### src/rtl/gps_rx_pkg.sv
// Shared types and character codes for the sentence receiver.
// Assumes ASCII framing characters; no other package dependencies.
package gps_rx_pkg;

    localparam int unsigned DATA_BITS = 8;

    localparam logic [7:0] CH_START = 8'h24;  // '$'
    localparam logic [7:0] CH_COMMA = 8'h2C;  // ','
    localparam logic [7:0] CH_CR    = 8'h0D;
    localparam logic [7:0] CH_LF    = 8'h0A;

    typedef enum logic [1:0] {
        RX_IDLE,
        RX_START,
        RX_DATA,
        RX_STOP
    } rx_state_t;

    typedef enum logic [1:0] {
        FR_IDLE,
        FR_BODY,
        FR_CR
    } fr_state_t;

endpackage

### src/rtl/gps_uart_rx.sv
// Oversampling 8N1 serial receiver.
// Waits for a low level, confirms it at the middle of the start bit, then
// samples each data bit one bit time later (LSB first) and the stop bit.
// Assumes rx_i idles high; the prescaler restarts at every frame so the
// sample point drifts by at most one prescaler period.
module gps_uart_rx
    import gps_rx_pkg::*;
#(
    parameter int unsigned OVS_DIV = 651,  // clocks per oversample tick
    parameter int unsigned OVS     = 16    // ticks per bit
) (
    input  logic       clk,
    input  logic       rst_n,
    input  logic       rx_i,
    output logic       byte_vld,
    output logic [7:0] byte_q,
    output logic       frame_err
);

    localparam int unsigned PW   = (OVS_DIV > 1) ? $clog2(OVS_DIV) : 1;
    localparam int unsigned TW   = $clog2(OVS);
    localparam int unsigned HALF = OVS / 2;
    localparam int unsigned BW   = $clog2(DATA_BITS);

    logic [1:0]    sync_q;
    logic          rx_s;
    rx_state_t     st;
    logic [PW-1:0] presc;
    logic [TW-1:0] tcnt;
    logic [BW-1:0] bitn;
    logic [7:0]    shreg;

    assign rx_s   = sync_q[1];
    assign byte_q = shreg;

    // Bring the asynchronous line into the clock domain.
    always_ff @(posedge clk) begin
        if (!rst_n) sync_q <= 2'b11;
        else        sync_q <= {sync_q[0], rx_i};
    end

    // Frame state machine with prescaler and tick counter.
    always_ff @(posedge clk) begin
        if (!rst_n) begin
            st        <= RX_IDLE;
            presc     <= '0;
            tcnt      <= '0;
            bitn      <= '0;
            shreg     <= '0;
            byte_vld  <= 1'b0;
            frame_err <= 1'b0;
        end else begin
            byte_vld  <= 1'b0;
            frame_err <= 1'b0;
            if (st == RX_IDLE) begin
                presc <= '0;
                tcnt  <= '0;
                bitn  <= '0;
                if (!rx_s) st <= RX_START;
            end else if (presc != PW'(OVS_DIV - 1)) begin
                presc <= presc + 1'b1;
            end else begin
                presc <= '0;
                case (st)
                    RX_START: begin
                        if (tcnt == TW'(HALF - 1)) begin
                            tcnt <= '0;
                            st   <= rx_s ? RX_IDLE : RX_DATA;
                        end else begin
                            tcnt <= tcnt + 1'b1;
                        end
                    end
                    RX_DATA: begin
                        if (tcnt == TW'(OVS - 1)) begin
                            tcnt  <= '0;
                            shreg <= {rx_s, shreg[7:1]};
                            if (bitn == BW'(DATA_BITS - 1)) st <= RX_STOP;
                            else                            bitn <= bitn + 1'b1;
                        end else begin
                            tcnt <= tcnt + 1'b1;
                        end
                    end
                    default: begin
                        if (tcnt == TW'(OVS - 1)) begin
                            tcnt <= '0;
                            st   <= RX_IDLE;
                            if (rx_s) byte_vld  <= 1'b1;
                            else      frame_err <= 1'b1;
                        end else begin
                            tcnt <= tcnt + 1'b1;
                        end
                    end
                endcase
            end
        end
    end

    // A frame ends either good or bad, never both.
    p_good_or_bad_r3: assert property (@(posedge clk) disable iff (!rst_n)
        !(byte_vld && frame_err));

    // Results come only out of the stop state.
    p_result_from_stop_r1: assert property (@(posedge clk) disable iff (!rst_n)
        (byte_vld || frame_err) |-> $past(st) == RX_STOP);

    // A data phase is entered only after a low mid-start sample.
    p_start_confirmed_r2: assert property (@(posedge clk) disable iff (!rst_n)
        (st == RX_DATA && $past(st) == RX_START) |-> !$past(rx_s));

endmodule

### src/rtl/gps_framer.sv
// Sentence framer: turns received bytes into start, data, separator, end
// and terminator-error strobes, each tagged with a field number.
// Assumes at most one input byte per cycle; output is registered, one
// cycle after byte_vld.
module gps_framer
    import gps_rx_pkg::*;
#(
    parameter int unsigned FW = 5  // field number width
) (
    input  logic          clk,
    input  logic          rst_n,
    input  logic          byte_vld,
    input  logic [7:0]    byte_d,
    output logic          sos,
    output logic          dvld,
    output logic [7:0]    dat,
    output logic          sep,
    output logic          eos,
    output logic          term_err,
    output logic [FW-1:0] fld
);

    localparam logic [FW-1:0] FLD_MAX = {FW{1'b1}};

    fr_state_t     fst;
    logic [FW-1:0] idx;

    // Classify each byte against the current framing state.
    always_ff @(posedge clk) begin
        if (!rst_n) begin
            fst      <= FR_IDLE;
            idx      <= '0;
            fld      <= '0;
            dat      <= '0;
            sos      <= 1'b0;
            dvld     <= 1'b0;
            sep      <= 1'b0;
            eos      <= 1'b0;
            term_err <= 1'b0;
        end else begin
            sos      <= 1'b0;
            dvld     <= 1'b0;
            sep      <= 1'b0;
            eos      <= 1'b0;
            term_err <= 1'b0;
            if (byte_vld) begin
                case (fst)
                    FR_IDLE: begin
                        if (byte_d == CH_START) begin
                            sos <= 1'b1;
                            idx <= '0;
                            fld <= '0;
                            fst <= FR_BODY;
                        end
                    end
                    FR_BODY: begin
                        if (byte_d == CH_START) begin
                            sos <= 1'b1;
                            idx <= '0;
                            fld <= '0;
                        end else if (byte_d == CH_CR) begin
                            fst <= FR_CR;
                        end else if (byte_d == CH_COMMA) begin
                            sep <= 1'b1;
                            fld <= idx;
                            if (idx != FLD_MAX) idx <= idx + 1'b1;
                        end else begin
                            dvld <= 1'b1;
                            dat  <= byte_d;
                            fld  <= idx;
                        end
                    end
                    default: begin
                        if (byte_d == CH_LF) begin
                            eos <= 1'b1;
                            fld <= idx;
                        end else begin
                            term_err <= 1'b1;
                        end
                        fst <= FR_IDLE;
                    end
                endcase
            end
        end
    end

    p_one_strobe_r13: assert property (@(posedge clk) disable iff (!rst_n)
        $onehot0({sos, dvld, sep, eos, term_err}));

    p_start_at_zero_r5: assert property (@(posedge clk) disable iff (!rst_n)
        sos |-> fld == '0);

    p_strobe_needs_byte_r6: assert property (@(posedge clk) disable iff (!rst_n)
        (sos || dvld || sep || eos || term_err) |-> $past(byte_vld));

    p_idle_silent_r4: assert property (@(posedge clk) disable iff (!rst_n)
        (fst == FR_IDLE && !(byte_vld && byte_d == CH_START))
        |=> !(dvld || sep || eos || term_err));

    p_no_wrap_r8: assert property (@(posedge clk) disable iff (!rst_n)
        (idx == FLD_MAX && !(byte_vld && byte_d == CH_START)) |=> idx == FLD_MAX);

endmodule

### src/rtl/gps_sentence_rx.sv
// Top level: serial receiver feeding the sentence framer.
// Assumes one clock domain; rx_i may be asynchronous.
module gps_sentence_rx
    import gps_rx_pkg::*;
#(
    parameter int unsigned OVS_DIV = 651,
    parameter int unsigned FW      = 5
) (
    input  logic          clk,
    input  logic          rst_n,
    input  logic          rx_i,
    output logic          sos_o,
    output logic          dat_vld_o,
    output logic [7:0]    dat_o,
    output logic          sep_o,
    output logic          eos_o,
    output logic [FW-1:0] fld_o,
    output logic          err_frame_o,
    output logic          err_term_o
);

    logic       b_vld;
    logic [7:0] b_dat;

    gps_uart_rx #(.OVS_DIV(OVS_DIV), .OVS(16)) u_rx (
        .clk       (clk),
        .rst_n     (rst_n),
        .rx_i      (rx_i),
        .byte_vld  (b_vld),
        .byte_q    (b_dat),
        .frame_err (err_frame_o)
    );

    gps_framer #(.FW(FW)) u_fr (
        .clk      (clk),
        .rst_n    (rst_n),
        .byte_vld (b_vld),
        .byte_d   (b_dat),
        .sos      (sos_o),
        .dvld     (dat_vld_o),
        .dat      (dat_o),
        .sep      (sep_o),
        .eos      (eos_o),
        .term_err (err_term_o),
        .fld      (fld_o)
    );

endmodule

### config.mk
export PLATFORM = sky130hd
export DESIGN_NAME = gps_sentence_rx
export DESIGN_NICKNAME = d
export VERILOG_FILES = /design/src/rtl/gps_rx_pkg.sv /design/src/rtl/gps_uart_rx.sv /design/src/rtl/gps_framer.sv /design/src/rtl/gps_sentence_rx.sv
export SDC_FILE = /design/constraint.sdc
export NUM_CORES = 1
export LEC_CHECK = 0
export BUFFER_PORTS_ARGS = -buffer_cell sky130_fd_sc_hd__buf_2
export CAP_MARGIN = 20
export CORE_ASPECT_RATIO = 0.7
export CORE_MARGIN = 2
export CORE_UTILIZATION = 55
export DETAILED_ROUTE_END_ITERATION = 10
export PLACE_DENSITY_LB_ADDON = 0.3
export SYNTH_ARGS = -nofsm -noshare
export SYNTH_HDL_FRONTEND = slang
export SYNTH_HIERARCHICAL = 1
export SYNTH_SLANG_ARGS = --single-unit
### constraint.sdc
create_clock -name clk -period 2.6 [get_ports clk]
set_input_delay 0 -clock clk [delete_from_list [all_inputs] [get_ports clk]]
set_output_delay 0 -clock clk [all_outputs]
set_load 0.01 [all_outputs]
==> summary.txt, run 1 <==
cell count after synthesis: 288
Yosys top cell area share: 43.8%
routed length on met3: 215 um
Sinks on Clock Net: 56
total nets after synthesis: 301
routed wire length: 4850 um
Max Transition Viols Final: 0
critical path class: flip-flop to flip-flop
buffer type at the clock tree root: clkbuf_8
Peak supply drop: 0.342 mV
Post-synth EDFFs: 0
critical path fanouts, max: 11
unrepaired setup endpoints after global routing: false
biggest area contributors in the synthesized netlist: dfxtp_1, mux2i_1, nand2_1
vias in the first global route: 1,804
maximum level of the CTS H-tree: 2
library cells used by synthesis: 55
WL/cell: 13.2 um
worst flop-to-flop path startpoint: u_rx/presc[0]
largest net degree at the start of global routing: 31
worst slew margin relative to its limit: 54.1%
max-cap violations: 0
run status: completed
Mapped Avg Cell Area: 8.88 sq um
violation count after the first detailed-routing iteration: 175
GRT Residual Overflow: 0
floorplan die area: 5220 sq um
biggest area consumer among synthesized cells: dfxtp_1
TritonCTS clock tree: done
Port Buf Inserts: 21
final-layout worst hold slack: 0.119 ns
gp weighted congestion: 0.869
endpoint kind of the worst setup timing path: flip-flop
Worst Hold Class: primary input to flip-flop
maximum clock frequency: 0.518 GHz
post-detail-place hpwl: 3480 um
number of antenna violations at the first check in global routing: 0
effective utilization at floorplan: 58.1%
slack of the worst reg-to-reg path: 0.67 ns
count of synthesis-stage warnings from yosys: 6
proportion of synthesized chip area in sequential cells: 43.8%
number of cell rows: 20
Hold Path End: u_rx/sync_q[0]
R2R depth: 6
die width: 85.5 um
async set or reset register ratio after synthesis: 0%
layout net count: 323
global router's overall resource usage: 19.8%
final core utilization: 63.8%
FF+latch count, synth: 56
worst clock skew: 0.00657 ns
worst hold path cell count: 2
Area Growth Syn to Fin: 9.83%
antenna-violating nets left: 0
total met2 wirelength after detailed routing: 1950 um
leakage component of the power: 1.13 nW
Pwr Total: 1.39 mW
global-route wire length before repair: 8200 um
# Post-CTS Setup Buffers: 0
Final Hold Viols: 0
number of antenna diodes: 0
CP max stage delay: 0.62 ns
data arrival time of the worst path: 2.11 ns
hold buffer count at CTS: 1
Met1 Routed Length: 2640 um
total DRC errors in the routed layout: 0
launch point of the worst hold path: rst_n
highest routing layer actually used: met4
Final period util: 74.3%
Crit Reg-Reg Endpoint: u_rx/byte_q[1]
clock buffer count from CTS: 5
startpoint class of the critical path: flip-flop
Power per Cell Area: 494 nW/um^2
transition time at the pin with the least slew margin: 0.682 ns
Pre-Repair DR Iteration Count: 4
maximum number of buffers from clock root to sink: 2
number of vias in the routed layout: 2,074
placeable core region: 4400 sq um
clock latency at the later pin of the worst-skew pair: 0.31 ns
required arrival time at the worst endpoint: 2.78 ns
Fin Setup TNS: 0 ns
dominant register cell in the synthesized netlist: dfxtp_1
cell area after synthesis: 2560 sq um
DIE HEIGHT: 61.1 um
final number of setup-violating endpoints: 0
shortest clock period the worst path allows after layout: 1.93 ns
clock-pin transition on the worst setup and hold timing paths: 0.10 ns
DR vias/cell: 5.67
Resized Gates After CTS: 0
layout cells sized above 1: 13.5%
chain of cells forming the critical path: inv_1, ha_1, and4bb_1, nand3_2, or3_1, mux2i_1
number of I/O pins: 22
Slowest-stage cell, CP: or3_1
routing by layer:
metal / vias to the layer above / global-route usage [%]
li1: 1068 / -
met1: 952 / 29.3
met2: 47 / 29.7
met3: 7 / 4.56
met4: 0 / 4.99
met5: - / 0
worst max-delay path: cells and delay by family, from the launching register on:
kind / cells / cell delay [ns]
adder cells (fa/ha/maj): 1 / 0.13
multiplexers: 1 / 0.20
AND/OR/NAND/NOR: 3 / 1.05
flip-flops: 1 / 0.36
buffers and inverters: 1 / 0.07
power by group:
group	switching, mW	total [mW]	internal (mW)
clock network	0.287	0.478	0.191
registers	0.00377	0.865	0.861
logic	0.0297	0.0436	0.0139
total	0.320	1.39	1.07
through the flow:
| step | setup WS [ns] | instance area, sq um | cells |
|---|---|---|---|
| 6_report | 0.668 | 2810 | 366 |
| 5_1_grt | 0.519 | 2810 | 366 |
| 4_1_cts | 0.690 | 2810 | 366 |
| 3_5_place_dp | 0.722 | 2710 | 357 |
| 3_3_place_gp | 0.790 | 2710 | 357 |
| 2_1_floorplan | 0.839 | 2560 | 288 |
cells by family (layout without fill, tap and decap cells):
logic type               after synthesis  count (layout)  synth area share (%)
multiplexers                          14              14                  5.48
XOR/XNOR                               9               9                  3.08
buffers and inverters                 21              44                  3.47
flip-flops                            56              56                  43.8
AND/OR/NAND/NOR                      119             119                  24.9
AO/OA/AOI/OAI                         59              59                  14.4
adder cells (fa/ha/maj)               10              10                  4.89
cell usage in the layout (no fill, tap or decap), types with 2 or more instances in the layout:
master      count
nand3_1        21
buf_2          21
o21bai_1        2
nand2_1        37
and3_1          2
buf_4           3
inv_1          11
nand3b_1        3
clkbuf_8        5
dfxtp_1        56
a21o_1          2
nand2b_1        8
a21oi_1        24
mux2i_1        14
o21ai_0        12
clkinvlp_4      2
xor2_1          4
nor4_1          2
nor3_1          4
nor2b_1         4
a31oi_1         2
nor4bb_1        2
or3_1           4
nand4_1         2
o211ai_1        3
nor2_1         17
xnor2_1         5
ha_1           10
synth_stat cells (all sizes together) (5+ instances only):
cell type	count
dfxtp	56
nand2	37
inv	11
ha	10
mux2i	14
or3	5
clkbuf	6
xnor2	5
a21oi	24
o21ai	12
nand3	22
nand2b	8
nor2	17
flip-flops by register name (all words and copies together), names as in the netlist, 2 cells and up:
name         flops
u_fr/fld         5
u_rx/tcnt        4
u_fr/fst         2
u_rx/byte_q      8
u_fr/dat         8
u_rx/presc      10
u_rx/sync_q      2
u_rx/bitn        3
u_fr/idx         5
u_rx/st          2
how the worst max path moves through the flow:
stage / startpoint / endpoint / cells past startpoint
3_3_place_gp: u_rx/presc[0] / u_rx/byte_q[7] / 6
3_5_place_dp: u_rx/presc[1] / u_rx/byte_q[1] / 5
6_report: u_rx/presc[0] / u_rx/byte_q[1] / 6
2_1_floorplan: u_rx/byte_q[7] / u_fr/fst[1] / 4
4_1_cts: u_rx/presc[0] / u_rx/byte_q[1] / 6
5_1_grt: u_rx/byte_q[5] / u_fr/idx[2] / 4
cell type report:
| type | instances | area (sq um) |
|---|---|---|
| fillers | 381 | 1600 |
| multi-input cells | 211 | 1350 |
| flip-flops and latches | 56 | 1120 |
| repair buffers | 25 | 138 |
| clock buffers | 5 | 68.8 |
| well taps | 55 | 68.8 |
| inverters | 11 | 41.3 |
| clock inverters | 3 | 23.8 |
Note: power is estimated with default switching activity, not from simulation.
==> inputs of run 2 (changes only) <==
--- a/config.mk
+++ b/config.mk
@@ -5,11 +5,12 @@
 export SDC_FILE = /design/constraint.sdc
 export NUM_CORES = 1
 export LEC_CHECK = 0
+export ABC_AREA = 1
 export BUFFER_PORTS_ARGS = -buffer_cell sky130_fd_sc_hd__buf_2
 export CAP_MARGIN = 20
 export CORE_ASPECT_RATIO = 0.7
 export CORE_MARGIN = 2
-export CORE_UTILIZATION = 55
+export CORE_UTILIZATION = 53
 export DETAILED_ROUTE_END_ITERATION = 10
 export PLACE_DENSITY_LB_ADDON = 0.3
 export SYNTH_ARGS = -nofsm -noshare
==> constraint.sdc (replaced) <==
create_clock -name clk -period 1.6 [get_ports clk]
set_input_delay 0 -clock clk [delete_from_list [all_inputs] [get_ports clk]]
set_output_delay 0 -clock clk [all_outputs]
set_load 0.01 [all_outputs]
==> run 2 against run 1 <==
  * Synthesized area grew 6.8%
  * Core utilization grew 0.83 points
  * Count of clock-buffer cells in the layout grew 1
  * Critical path depth grew 4
  * Sequential power grew 62%
  * Largest cell class unchanged
  * Fmax grew 25%
  * Non-clock buffer count grew 3
  * Combinational power grew 12%
==> summary.txt, run 2 <==
run status: completed
number of instances in the placed design: 487 (+36%)
register with the highest flop count: u_rx/presc
mux share of post-synthesis cell area: 0% (-5.5 points)
transition time at the pin with the least slew margin: 0.265 ns (-0.417 ns)
Yosys top cell area share: 41.0% (-2.8 points)
number of antenna diodes: 0 (unchanged)
met1 usage in global routing: 27.9% (-1.5 points)
DIE HEIGHT: 64.1 um (+4.9%)
Post-synth EDFFs: 0 (unchanged)
Pre-Repair DR Iteration Count: 5 (+1)
met3 Usage GRT: 4.25% (-0.31 points)
post-synthesis share of cell area spent on xor and xnor gates: 0.962% (-2.1 points)
Area Growth Syn to Fin: 15.0%
CP Launch Point: u_fr/idx[1]
FF+latch count, synth: 56 (unchanged)
GRT Residual Overflow: 0 (unchanged)
total nets after synthesis: 409 (+36%)
Mapped Avg Cell Area: 6.90 sq um (-22%)
startpoint class of the critical path: flip-flop
antenna-violating nets left: 0 (unchanged)
vias in the first global route: 2,200 (+22%)
largest net degree at the start of global routing: 29 (-6.5%)
Power per Cell Area: 752 nW/um^2 (+52%)
global route hottest layer: met2
die width: 89.8 um (+5.0%)
total DRC errors in the routed layout: 0 (unchanged)
biggest area consumer among synthesized cells: dfxtp_1
maximum clock frequency: 0.650 GHz (+25%)
placeable core region: 4860 sq um (+10%)
clock latency at the later pin of the worst-skew pair: 0.31 ns (about the same)
dominant register cell in the synthesized netlist: dfxtp_1
clock-pin transition on the worst setup and hold timing paths: 0.10 ns (about the same)
async set or reset register ratio after synthesis: 0% (unchanged)
unrepaired setup endpoints after global routing: true
simple-gate share of the synthesized area: 38.7% (+14 points)
critical path class: flip-flop to flip-flop
number of vias in the routed layout: 2,409 (+16%)
top library cells by usage in the layout, fill and taps aside: nand2_1, nor2_1, inv_1
Worst Hold Class: primary input to flip-flop
required arrival time at the worst endpoint: 1.86 ns (-0.92 ns)
gp weighted congestion: 0.905 (+4.2%)
maximum level of the CTS H-tree: 2 (unchanged)
Sinks on Clock Net: 56 (unchanged)
Worst Setup EP: u_fr/idx[4]
Crit Reg-Reg Endpoint: u_fr/idx[4]
WL/cell: 10.9 um (-18%)
TritonCTS clock tree: done
number of cell rows: 21 (+5.0%)
number of flip-flops in the largest register: 10 (unchanged)
max-cap violations: 0 (unchanged)
proportion of synthesized chip area in sequential cells: 41.0% (-2.8 points)
Final period util: 96.2% (+22 points)
area of all placed cells without fillers: 3140 sq um (+12%)
violation count after the first detailed-routing iteration: 159 (-9.1%)
effective utilization at floorplan: 56.2% (-1.9 points)
global-route wire length before repair: 9580 um (+17%)
Max Transition Viols Final: 0 (unchanged)
routed wire length: 5400 um (+12%)
instance area at placement: 2950 sq um (+9.0%)
most repeated cell in the gate-level netlist after synthesis: nand2_1
Post-Synth Adder-Cell Area: 4.58% (-0.31 points)
data arrival time of the worst path: 1.80 ns (-0.31 ns)
layout net count: 441 (+37%)
share of the synthesized area in compound gates (AO/OA/AOI/OAI): 5.04% (-9.3 points)
shortest clock period the worst path allows after layout: 1.54 ns (-0.392 ns)
worst flop-to-flop path startpoint: u_fr/idx[1]
R2R depth: 10 (+4)
final number of setup-violating endpoints: 0 (unchanged)
Port Buf Inserts: 21 (unchanged)
biggest area contributors in the synthesized netlist: dfxtp_1, nand2_1, nor2_1
DR vias/cell: 4.84 (-15%)
leakage component of the power: 1.42 nW (+26%)
count of synthesis-stage warnings from yosys: 6 (unchanged)
maximum number of buffers from clock root to sink: 2 (unchanged)
post-detail-place hpwl: 3940 um (+13%)
final non-filler cell total: 498 (+36%)
slack of the worst reg-to-reg path: 0.06 ns (-0.61 ns)
Final Hold Viols: 0 (unchanged)
cell count after synthesis: 396 (+38%)
floorplan die area: 5750 sq um (+10%)
number of I/O pins: 22 (unchanged)
Peak supply drop: 0.645 mV (+88%)
critical path fanouts, max: 5 (-6)
global router's overall resource usage: 20.2% (+0.39 points)
leading cell type in the layout, fill and taps excluded: nand2_1
worst clock skew: 0.00561 ns (-0.000961 ns)
number of antenna violations at the first check in global routing: 0 (unchanged)
worst slew margin relative to its limit: 82.2% (+28 points)
grt met2 use: 32.0% (+2.3 points)
largest family of logic cells by synthesized area: simple AND/OR/NAND/NOR gates
clock buffer count from CTS: 5 (unchanged)
buffer type at the clock tree root: clkbuf_8
layout cells sized above 1: 18.9% (+5.4 points)
endpoint kind of the worst setup timing path: flip-flop
library cells used by synthesis: 26 (-53%)
list of most frequent post-synthesis cells: nand2_1, nor2_1, dfxtp_1, inv_1
cell area after synthesis: 2730 sq um (+6.8%)
## run 2: cell count changes after synthesis, moves of 7 or more
cell	previous run	this run
nor2_1	17	85
mux2i_1	14	0
nand2_1	37	95
nand2b_1	8	0
a21oi_1	24	14
inv_1	11	56
nand3_1	21	14
nand2_2	0	10
## run 2: report_power, final
part | switching (mW) | internal (mW)
clock network | 0.448 | 0.465
logic | 0.0326 | 0.0161
registers | 0.00349 | 1.40
## run 2: cells by family after synthesis
family                     after synthesis
AOI/OAI and AO/OA                       27
xor gates and xnor gates                 3
adders and majority gates               10
buffers and inverters                   67
DFF                                     56
and+or+nand+nor                        233
## run 2: final cells by class
class                           count  area (sq um)
Clock inverter                      2          35.0
Sequential cell                    56          1120
Clock buffer                        6          72.6
Timing Repair Buffer               28           173
Tap cell                           69          86.3
Multi-Input combinational cell    274          1410
Inverter                           63           244
Fill cell                         422          1720
## run 2: repair_timing
item                       CTS  global route
gates cloned                 0             1
hold buffers                 1             0
pin swaps                    0             5
resized for setup            0            19
setup endpoints to repair    1            12
hold endpoints to repair     1             0
setup buffers                0             1
## run 2: worst min path at each step
stage           from             end  slack (ns)  depth (start not counted)
6_report       rst_n     u_fr/fst[1]        0.07                          3
4_1_cts        rst_n     u_fr/fst[1]        0.05                          3
3_5_place_dp    rx_i  u_rx/sync_q[0]        0.18                          3
2_1_floorplan   rx_i  u_rx/sync_q[0]        0.08                          2
5_1_grt        rst_n     u_fr/fst[1]        0.07                          3
3_3_place_gp    rx_i  u_rx/sync_q[0]        0.17                          3
## run 2: worst max-delay path, cell delays in order, from the launching register on
cell and delay (ns):
dfxtp_2 0.35, ha_4 0.16, nand2_2 0.08, nor2_2 0.04, ha_2 0.16, or2_1 0.21
nand2_2 0.13, nand3_4 0.12, nand2_1 0.09, nand2_1 0.05, nor2_1 0.09
## run 2: metal layers
metal / vias to the layer above / wire (um) / part of all wire, %
li1: 1273 / - / -
met4: 0 / 68 / 1.3
met2: 67 / 2270 / 42
met5: - / 0 / 0
met3: 7 / 304 / 5.6
met1: 1062 / 2760 / 51
## run 2: through the flow
| stage | utilization [%] | power (mW) | TNS, ns | hold WS (ns) | setup WS, ns |
|---|---|---|---|---|---|
| 2_1_floorplan | - | 1.46 | 0 | 0.0848 | 0.112 |
| 3_3_place_gp | 60.7 | 1.48 | 0 | 0.173 | 0.0664 |
| 3_5_place_dp | 60.7 | 1.48 | 0 | 0.176 | 0.0132 |
| 4_1_cts | 63.1 | 2.39 | -0.00199 | 0.0533 | -0.00199 |
| 5_1_grt | 64.6 | 2.45 | -0.0759 | 0.0686 | -0.0351 |
| 6_report | 64.6 | 2.36 | 0 | 0.0724 | 0.0605 |
==> inputs of run 3 (changes only) <==
--- a/config.mk
+++ b/config.mk
@@ -10,7 +10,7 @@
 export CAP_MARGIN = 20
 export CORE_ASPECT_RATIO = 0.7
 export CORE_MARGIN = 2
-export CORE_UTILIZATION = 53
+export CORE_UTILIZATION = 55
 export DETAILED_ROUTE_END_ITERATION = 10
 export PLACE_DENSITY_LB_ADDON = 0.3
 export SYNTH_ARGS = -nofsm -noshare
==> constraint.sdc (replaced) <==
create_clock -name clk -period 1.85 [get_ports clk]
set_input_delay 0 -clock clk [delete_from_list [all_inputs] [get_ports clk]]
set_output_delay 0 -clock clk [all_outputs]
set_load 0.01 [all_outputs]
==> run 3 against run 2 <==
  * Cell count is 1.2% lower
  * Non-clock buffer count is 4 lower
  * Count of clock-buffer cells in the layout stayed put
  * Register-to-register slack better by 0.16 ns
  * Total power is 20% lower
  * Die area is 3.4% lower
  * Via count is 2.8% lower
  * Sequential power is 14% lower
  * Fmax is 5.4% lower
  * First-iteration DRC count is 0.63% higher
  * Sequential share of layout area is 1.5 points higher
  * Design area is 4.3% lower
==> summary.txt, run 3 (synthesis gave the netlist of run 2 again) <==
run status: completed
leakage component of the power: 1.39 nW (-2.2%)
die width: 88.2 um (-1.8%)
maximum clock frequency: 0.614 GHz (-5.4%)
Worst Setup EP: u_rx/presc[4]
Final period util: 88.0% (-8.2 points)
worst flop-to-flop path startpoint: u_rx/st[0]
buffer type at the clock tree root: clkbuf_8
floorplan die area: 5550 sq um (-3.4%)
hold buffer count at CTS: 2 (+1)
sequential standard cell area: 1120 sq um (-0.33%)
startpoint class of the critical path: flip-flop
antenna-violating nets left: 0 (unchanged)
shortest clock period the worst path allows after layout: 1.63 ns (+0.0883 ns)
number of antenna diodes: 0 (unchanged)
layout cells sized above 1: 14.2% (-4.7 points)
global-route wire length before repair: 9540 um (-0.37%)
worst clock skew: 0.00575 ns (+0.000132 ns)
Final Hold Viols: 0 (unchanged)
endpoint kind of the worst setup timing path: flip-flop
Pre-Repair DR Iteration Count: 6 (+1)
Resized Gates After CTS: 0 (unchanged)
violation count after the first detailed-routing iteration: 160 (+0.63%)
global router's overall resource usage: 21.5% (+1.3 points)
worst slew margin relative to its limit: 75.0% (-7.2 points)
post-detail-place hpwl: 3880 um (-1.6%)
DR vias/cell: 4.76 (-1.6%)
number of fillers in the final layout: 467 (+11%)
Crit Reg-Reg Endpoint: u_rx/presc[4]
leading cell type in the layout, fill and taps excluded: nand2_1
transition time at the pin with the least slew margin: 0.374 ns (+0.109 ns)
Worst Hold Class: primary input to flip-flop
number of I/O pins: 22 (unchanged)
number of antenna violations at the first check in global routing: 0 (unchanged)
number of flip-flops in the largest register: 10 (unchanged)
vias in the first global route: 2,177 (-1.0%)
Max Transition Viols Final: 0 (unchanged)
final number of setup-violating endpoints: 0 (unchanged)
maximum level of the CTS H-tree: 2 (unchanged)
Port Buf Inserts: 21 (unchanged)
placeable core region: 4780 sq um (-1.6%)
data arrival time of the worst path: 1.86 ns (+0.06 ns)
register with the highest flop count: u_rx/presc
# Post-CTS Setup Buffers: 0 (unchanged)
CP Launch Point: u_rx/st[0]
number of vias in the routed layout: 2,341 (-2.8%)
max-cap violations: 0 (unchanged)
WL/cell: 10.5 um (-3.1%)
area of all placed cells without fillers: 3000 sq um (-4.3%)
number of instances in the placed design: 483 (-0.82%)
gp weighted congestion: 0.895 (-1.2%)
unrepaired setup endpoints after global routing: false
number of cell rows: 21 (unchanged)
maximum number of buffers from clock root to sink: 2 (unchanged)
Fin Setup TNS: 0 ns (unchanged)
effective utilization at floorplan: 57.1% (+0.93 points)
GRT Residual Overflow: 0 (unchanged)
Peak supply drop: 0.429 mV (-33%)
critical path class: flip-flop to flip-flop
top library cells by usage in the layout, fill and taps aside: nand2_1, nor2_1, inv_1, dfxtp_1, buf_2
TritonCTS clock tree: done
largest net degree at the start of global routing: 30 (+3.4%)
final core utilization: 62.8% (-1.8 points)
slack of the worst reg-to-reg path: 0.22 ns (+0.16 ns)
final non-filler cell total: 492 (-1.2%)
R2R depth: 7 (-3)
Area Growth Syn to Fin: 9.99%
total DRC errors in the routed layout: 0 (unchanged)
clock latency at the later pin of the worst-skew pair: 0.31 ns (about the same)
instance area at placement: 2910 sq um (-1.4%)
clock-pin transition on the worst setup and hold timing paths: 0.09 ns (about the same)
clock buffer count from CTS: 5 (unchanged)
routed wire length: 5170 um (-4.3%)
critical path fanouts, max: 10 (+5)
Sinks on Clock Net: 56 (unchanged)
Power per Cell Area: 629 nW/um^2 (-16%)
DIE HEIGHT: 63.0 um (-1.7%)
required arrival time at the worst endpoint: 2.08 ns (+0.22 ns)
combined area of the multi-input logic cells: 1350 sq um (-4.3%)
layout net count: 436 (-1.1%)
## run 3: changes by cell type in the layout (fill, tap and decap cells not counted), sizes merged
| cell | delta |
|---|---|
| nand3 | -1 |
| bufinv | -1 |
| dlygate4sd3 | +1 |
| buf | -5 |
## run 3: critical path: stages (launching register included)
cell     delay (ns)
dfxtp_1        0.38
inv_1          0.09
ha_1           0.20
inv_1          0.13
nand2_1        0.10
inv_2          0.14
nand2_1        0.26
nor3b_1        0.25
## run 3: worst min-delay path by stage
stage	from	to	slack [ns]	depth (start not counted)
finish	rx_i	u_rx/sync_q[0]	0.40	4
global route	rx_i	u_rx/sync_q[0]	0.42	4
CTS	rx_i	u_rx/sync_q[0]	0.38	4
detailed placement	rx_i	u_rx/sync_q[0]	0.17	3
global placement	rx_i	u_rx/sync_q[0]	0.17	3
floorplan	rx_i	u_rx/sync_q[0]	0.08	2
## run 3: routing by layer
metal  track usage, %  part of all wire (%)  up-vias
met1             29.8                    51     1045
li1                 -                     -     1256
met3             4.49                   4.0        4
met5                0                     0        -
met2             33.0                    44       36
met4             7.58                  0.81        0
## run 3: metrics by stage
stage	hold WS, ns	setup WS (ns)	total power [mW]
CTS	0.384	0.225	1.91
floorplan	0.0848	0.362	1.27
global route	0.415	0.0793	1.98
finish	0.397	0.222	1.89
detailed placement	0.174	0.245	1.28
global placement	0.173	0.288	1.28
## run 3: power by group
| part | total, mW | internal [mW] | leakage, nW | switching [mW] |
|---|---|---|---|---|
| registers | 1.21 | 1.21 | 0.451 | 0.00314 |
| clock network | 0.636 | 0.259 | 0.0410 | 0.377 |
| logic | 0.0439 | 0.0143 | 0.898 | 0.0296 |
| total | 1.89 | 1.48 | 1.39 | 0.409 |
## run 3: layout make-up
| type | instances | share of cell area (%) |
|---|---|---|
| Clock buffer | 6 | 2.42 |
| Clock inverter | 1 | 0.167 |
| Inverter | 63 | 8.04 |
| Multi-Input combinational cell | 273 | 44.8 |
| Sequential cell | 56 | 37.3 |
| Tap cell | 69 | 2.87 |
| Timing Repair Buffer | 24 | 4.41 |
